### config.mk
export PLATFORM = sky130hd
export DESIGN_NAME = wdog_itimer
export DESIGN_NICKNAME = d
export VERILOG_FILES = /design/src/rtl/wdog_pkg.sv /design/src/rtl/wdog_prescaler.sv /design/src/rtl/wdog_counter.sv /design/src/rtl/wdog_pulse.sv /design/src/rtl/wdog_itimer.sv
export SDC_FILE = /design/constraint.sdc
export NUM_CORES = 1
export LEC_CHECK = 0
export ABC_AREA = 1
export BUFFER_PORTS_ARGS = -buffer_cell sky130_fd_sc_hd__buf_2
export CAP_MARGIN = 20
export CORE_ASPECT_RATIO = 1.25
export CORE_MARGIN = 1
export CORE_UTILIZATION = 53
export DETAILED_ROUTE_END_ITERATION = 10
export HOLD_SLACK_MARGIN = 0.06
export PLACE_DENSITY = 0.73
export SETUP_SLACK_MARGIN = 0.15
export SLEW_MARGIN = 20
export SYNTH_ARGS = -nofsm -noshare
export SYNTH_HDL_FRONTEND = slang
export SYNTH_HIERARCHICAL = 1
export SYNTH_SLANG_ARGS = --single-unit
### constraint.sdc
create_clock -name clk -period 2.2 [get_ports clk]
set_input_delay 0.66 -clock clk [delete_from_list [all_inputs] [get_ports clk]]
set_output_delay 0.66 -clock clk [all_outputs]
set_load 0.03 [all_outputs]
### src/rtl/wdog_pkg.sv
package wdog_pkg;
    localparam int CNT_W     = 8;
    localparam int DIV_W     = 17;
    localparam int SEL_W     = 3;
    localparam int PULSE_LEN = 128;

    localparam logic [1:0] A_CTL = 2'd0;
    localparam logic [1:0] A_CNT = 2'd1;
    localparam logic [1:0] A_RST = 2'd2;

    typedef struct packed {
        logic             wd_mode;
        logic             run;
        logic             ie;
        logic [SEL_W-1:0] sel;
    } ctl_t;

    // divider bit whose rising edge forms the count tick
    function automatic int tap_bit(input logic [SEL_W-1:0] s);
        case (s)
            3'd0:    return 0;
            3'd1:    return 5;
            3'd2:    return 6;
            3'd3:    return 8;
            3'd4:    return 10;
            3'd5:    return 12;
            3'd6:    return 14;
            default: return 16;
        endcase
    endfunction
endpackage

### src/rtl/wdog_prescaler.sv
module wdog_prescaler
    import wdog_pkg::*;
#(
    parameter int DW = DIV_W
) (
    input  logic             clk,
    input  logic             rst,
    input  logic             run,
    input  logic [SEL_W-1:0] sel,
    output logic             tick
);
    logic [DW-1:0] div;
    logic          prev;
    logic          tap;

    always_comb tap = div[tap_bit(sel)];

    always_ff @(posedge clk) begin
        if (rst || !run) begin
            div  <= '0;
            prev <= 1'b0;
        end else begin
            div  <= div + 1'b1;
            prev <= tap;
        end
    end

    assign tick = run & tap & ~prev;

    assert_tick_single_R3: assert property (@(posedge clk) disable iff (rst)
        tick |=> !tick);
endmodule

### src/rtl/wdog_counter.sv
module wdog_counter
    import wdog_pkg::*;
#(
    parameter int W = CNT_W
) (
    input  logic         clk,
    input  logic         rst,
    input  logic         run,
    input  logic         tick,
    input  logic         wr,
    input  logic [W-1:0] wdata,
    output logic [W-1:0] cnt,
    output logic         ovf
);
    localparam logic [W-1:0] MAXV = '1;

    always_ff @(posedge clk) begin
        if (rst || !run) cnt <= '0;
        else if (wr)     cnt <= wdata;
        else if (tick)   cnt <= cnt + 1'b1;
    end

    assign ovf = run & tick & ~wr & (cnt == MAXV);

    assert_write_wins_R9: assert property (@(posedge clk) disable iff (rst)
        (run && wr) |=> cnt == $past(wdata));
    assert_hold_clear_R2: assert property (@(posedge clk) disable iff (rst)
        !run |=> cnt == '0);
endmodule

### src/rtl/wdog_pulse.sv
module wdog_pulse #(
    parameter int LEN = 128
) (
    input  logic clk,
    input  logic rst,
    input  logic trig,
    output logic pulse_o
);
    localparam int PW = $clog2(LEN + 1);
    localparam logic [PW-1:0] LOADV = PW'(LEN);

    logic [PW-1:0] left;

    always_ff @(posedge clk) begin
        if (rst)               left <= '0;
        else if (trig)         left <= LOADV;
        else if (left != '0)   left <= left - 1'b1;
    end

    assign pulse_o = (left != '0);

    assert_pulse_start_R7: assert property (@(posedge clk) disable iff (rst)
        trig |=> pulse_o);
    assert_no_spurious_R7: assert property (@(posedge clk) disable iff (rst)
        (!trig && !pulse_o) |=> !pulse_o);
endmodule

### src/rtl/wdog_itimer.sv
module wdog_itimer
    import wdog_pkg::*;
(
    input  logic             clk,
    input  logic             rst,
    input  logic [1:0]       bus_addr,
    input  logic             bus_wr,
    input  logic             bus_rd,
    input  logic [CNT_W-1:0] bus_wdata,
    output logic [CNT_W-1:0] bus_rdata,
    output logic             irq_o,
    output logic             wdt_ovf_o,
    output logic             rst_req_o
);
    ctl_t             ctl;
    logic             iflag, iarm, wflag, warm, rst_en;
    logic             tick, ovf, ovf_pulse;
    logic [CNT_W-1:0] cnt;
    logic             wr_ctl, wr_cnt, wr_rst, iclr, wclr;

    always_comb begin
        wr_ctl = bus_wr && bus_addr == A_CTL;
        wr_cnt = bus_wr && bus_addr == A_CNT;
        wr_rst = bus_wr && bus_addr == A_RST;
        iclr   = wr_ctl && !bus_wdata[7] && iarm;
        wclr   = wr_rst && !bus_wdata[7] && warm;
    end

    wdog_prescaler u_pre (
        .clk(clk), .rst(rst), .run(ctl.run), .sel(ctl.sel), .tick(tick)
    );

    wdog_counter u_cnt (
        .clk(clk), .rst(rst), .run(ctl.run), .tick(tick),
        .wr(wr_cnt), .wdata(bus_wdata), .cnt(cnt), .ovf(ovf)
    );

    wdog_pulse #(.LEN(PULSE_LEN)) u_pulse (
        .clk(clk), .rst(rst), .trig(ovf && ctl.wd_mode), .pulse_o(ovf_pulse)
    );

    always_ff @(posedge clk) begin
        if (rst) begin
            ctl    <= '0;
            rst_en <= 1'b0;
            iflag  <= 1'b0;
            iarm   <= 1'b0;
            wflag  <= 1'b0;
            warm   <= 1'b0;
        end else begin
            if (wr_ctl) ctl <= '{wd_mode: bus_wdata[6], run: bus_wdata[5],
                                 ie: bus_wdata[4], sel: bus_wdata[2:0]};
            if (wr_rst) rst_en <= bus_wdata[6];
            // set beats clear when both land in one cycle
            if (ovf && !ctl.wd_mode) iflag <= 1'b1;
            else if (iclr)           iflag <= 1'b0;
            if (ovf && ctl.wd_mode)  wflag <= 1'b1;
            else if (wclr)           wflag <= 1'b0;
            if (iclr)                                     iarm <= 1'b0;
            else if (bus_rd && bus_addr == A_CTL && iflag) iarm <= 1'b1;
            if (wclr)                                     warm <= 1'b0;
            else if (bus_rd && bus_addr == A_RST && wflag) warm <= 1'b1;
        end
    end

    always_comb begin
        case (bus_addr)
            A_CTL:   bus_rdata = {iflag, ctl.wd_mode, ctl.run, ctl.ie, 1'b0, ctl.sel};
            A_CNT:   bus_rdata = cnt;
            A_RST:   bus_rdata = {wflag, rst_en, 6'b0};
            default: bus_rdata = '0;
        endcase
    end

    assign irq_o     = iflag & ctl.ie;
    assign wdt_ovf_o = ovf_pulse;
    assign rst_req_o = ovf_pulse & rst_en;

    assert_rst_with_ovf_R8: assert property (@(posedge clk) disable iff (rst)
        rst_req_o |-> wdt_ovf_o);
    assert_ovf_watchdog_only_R7: assert property (@(posedge clk) disable iff (rst)
        $rose(wdt_ovf_o) |-> $past(ctl.wd_mode));
    assert_flag_sticky_R6: assert property (@(posedge clk) disable iff (rst)
        (iflag && !wr_ctl) |=> iflag);
    assert_wflag_sticky_R6: assert property (@(posedge clk) disable iff (rst)
        (wflag && !wr_rst) |=> wflag);
endmodule

==> metrics.txt <==
Synth Flop Type=dfxtp_1; Vert. Die Dim=80.0 um; cts hold-fix bufs=0; Cell Rows=28; drt initial violations=115; mux cell area share after synthesis=0%; largest family of logic cells by synthesized area=simple AND/OR/NAND/NOR gates; I/O pin cnt=25; Yosys cell types=37; Setup Viol. Count Final=0; #FFs+latches synth=45; Final GP Congestion=0.907; proportion of layout cells with a drive suffix above 1=29.7%; cells along the critical path=buf_6, inv_4, nor2_4, buf_12, a22o_4, buf_6; clock-pin slew on the worst setup and hold paths=80 ps; final core occ=69.1%; post-route ant nets=0; Critical Path Most Common Cell=buf_6; Worst VDD drop=0.436 mV; TritonRoute pass-1 iters=4; f_max=~500 MHz; Placement Cell Area=2830 um^2; Antenna diodes=0; Starting Density=54.9%; TritonCTS Buffers=5; Clock Path Buffers=2; Worst-Margin Slew=between 500 and 600 ps; max cap viols=0; sequential area share after synthesis=around a third; design area=3240 um^2; crit path max-delay cell type=a22o_4; arrival time worst endpoint=1340 ps; vias per inst=5.11; CP top delay family=buffers and inverters; Synth async-reset ratio=0%; synthesized area per cell=7.06 um^2; PD cells=roughly 750 nW/um^2; headroom to the max-slew limit=about two thirds; EDFF count, synth=0; worst path bufs/invs=4; gr usage total=roughly a quarter; largest net degree at the start of global routing=15; Placeable Area=4690 um^2; post-synthesis net count=383; Detail Placement HPWL=4240 um; critical-path maximum fanout=5; Die Wd=around 64 um; Synth Warn #=6; Critical Path End Type=output port; max-slew violations=0; clock power share=30.2%; per-cell routed wire length=roughly 13 um; RSZ-0062 raised after global routing=yes; Mapped Cells=about 370; switch share=between 30% and 40%; Combinational Power Share=a little under a third; status=complete, no violations; Final Skew=5.93 ps; simple-gate portion of the synthesized area=between 30% and 40%; initial antenna violation count=0; Critical Path Start Type=primary input; vias in the first global route=2232; Int Power=1.65 mW; Area Growth Syn to Fin=25.9%; Tmin final=2000 ps; slowest cell delay on critical path=210 ps; port bufs=24; Leakage=1.44 nW; kind of critical path=in -> out; period utilisation layout=90.9%; H-Tree Depth=2; CTS tree=done; Clock Latency Late Sink=about 300 ps; CTS sink cnt=45; Fin. Hold Viols=0; Remaining Overflow, GRT=0; CTS Root Cell=clkbuf_8; WP data required=1540 ps; global-route wire length before repair=9470 um; Synth Area in Compound Gates=11.7%; Detailed Route WL=5930 um; Die ar.=5150 um^2; Flop pwr share=39.0%; DR vias=2409; mapped cell area=between 2000 and 3000 um^2; NetSw=779 uW; Min-Delay Path Class=reg -> reg; Post-layout nets=428; # DRC=0; xor/xnor share of the synthesized area=3.06%; post-synthesis adder-cell area fraction=1.94%
-- path summary, 6_finish.rpt --
kind | from | endpoint | slack (ps) | cells after the start
setup / recovery | bus_addr[0] | bus_rdata[2] | 200 | 6
hold / removal | u_pre/div[0]$_SDFF_PP0_ | u_pre/div[0]$_SDFF_PP0_ | 480 | 1
setup reg to reg | ctl[0]$_SDFFE_PP0P_ | u_pulse/left[6]$_SDFFE_PP0P_ | 250 | 18
hold reg to reg | u_pre/div[0]$_SDFF_PP0_ | u_pre/div[0]$_SDFF_PP0_ | 480 | 1
-- final cells by class --
cell class | instances | area, um^2
Timing Repair Buffer | 40 | 324
Sequential cell | 45 | 916
Clock buffer | 5 | 68.8
Inverter | 62 | 249
Tap cell | 60 | 75.1
Multi-Input combinational cell | 256 | 1550
Fill cell | 399 | 1450
Clock inverter | 3 | 65.1
-- cell usage after synthesis, types with 2 or more instances --
master | count | area share (%)
xor2_1 | 8 | 2.7
nand3b_1 | 4 | 1.2
o21bai_1 | 3 | 0.87
a21oi_1 | 16 | 3.1
nand2_4 | 3 | 1.3
nor2_2 | 8 | 1.9
inv_1 | 53 | 7.7
nor2_4 | 8 | 3.5
nand4_4 | 2 | 1.7
nand3_2 | 3 | 1.2
nand2_1 | 68 | 9.9
o21a_1 | 2 | 0.58
nand2_2 | 4 | 0.97
inv_2 | 4 | 0.58
nor2_1 | 53 | 7.7
ha_1 | 4 | 1.9
a22oi_1 | 4 | 1.2
o21ai_0 | 11 | 2.1
inv_4 | 2 | 0.49
nand3_1 | 34 | 6.6
dfxtp_1 | 45 | 35
a22o_2 | 5 | 1.9
o21ai_1 | 7 | 1.4
-- power by group through the flow --
| stage | Combinational, mW | Clock, mW | Sequential [mW] |
|---|---|---|---|
| 6_report | 0.748 | 0.733 | 0.948 |
| 5_1_grt | 0.842 | 0.778 | 0.958 |
| 4_1_cts | 0.658 | 0.750 | 0.934 |
| 3_5_place_dp | 0.619 | 0 | 0.949 |
| 2_1_floorplan | 0.502 | 0 | 0.940 |
| 3_3_place_gp | 0.608 | 0 | 0.949 |
-- cell families (layout without fill, tap and decap cells) --
kind of cell	Yosys count	after routing
adders and majority gates	4	4
buffers and inverters	64	110
xor gates and xnor gates	9	9
and+or+nand+nor	193	193
AOI/OAI and AO/OA	50	50
DFF	45	45
-- metrics by stage --
step / worst slack, ps / total power [mW] / cells / setup TNS, ps / hold slack, ps
2_1_floorplan: 198 / 1.44 / 365 / 0 / 435
3_3_place_gp: 70.9 / 1.56 / 455 / 0 / 459
3_5_place_dp: -0.593 / 1.57 / 455 / -0.593 / 474
4_1_cts: 148 / 2.34 / 463 / 0 / 490
5_1_grt: 53.0 / 2.58 / 471 / 0 / 507
6_report: 200 / 2.43 / 471 / 0 / 483
-- routing by layer --
| metal | track usage [%] | up-vias | wire [um] |
|---|---|---|---|
| met5 | 0 | - | 0 |
| met4 | 11.6 | 0 | 163 |
| met3 | 4.71 | 13 | 198 |
| met2 | 45.7 | 51 | 3180 |
| met1 | 24.2 | 1095 | 2380 |
| li1 | - | 1250 | - |
-- placed cells by master (no fill, tap or decap), drive strengths merged, types with 2 or more instances in the layout --
cell    netlist  layout
clkinv        3       4
o21a          2       2
a21oi        16      16
clkbuf        1       5
dfxtp        45      45
nand3b        4       4
o21ai        18      18
bufinv        0       2
nor3          2       2
xor2          8       8
ha            4       4
nand4         3       3
nand3        37      37
a22o          5       5
inv          59      59
o21bai        3       3
a22oi         4       4
buf           1      40
nor2         70      70
nand2        75      75
-- sequential cells by signal, summed over array words and instances (netlist names) --
signal / count
u_pre/div: 17
ctl: 6
wflag: 1
iflag: 1
u_cnt/cnt: 8
warm: 1
u_pulse/left: 8
rst_en: 1
u_pre/prev: 1
iarm: 1
-- worst register-to-register path, cell delays in order, from the launching register on --
cell and delay (ps):
dfxtp_4 380, nor2_4 140, inv_1 50, nand2_1 80, nand2_1 60, o21ai_1 100
inv_1 60, nand3_1 70, nand2_1 50, nand2_1 70, nand2_2 70, nor2_4 120
nand2_4 70, nor4_4 140, nand2_1 100, inv_2 90, nor2_4 50, nand2_2 90
nor2_1 50
-- timing repair --
action,CTS,global route
gates resized for setup,30,37
setup buffers,0,8
setup endpoints to repair,17,26
pin swaps,6,10
Power figures use the tool's default switching activity.
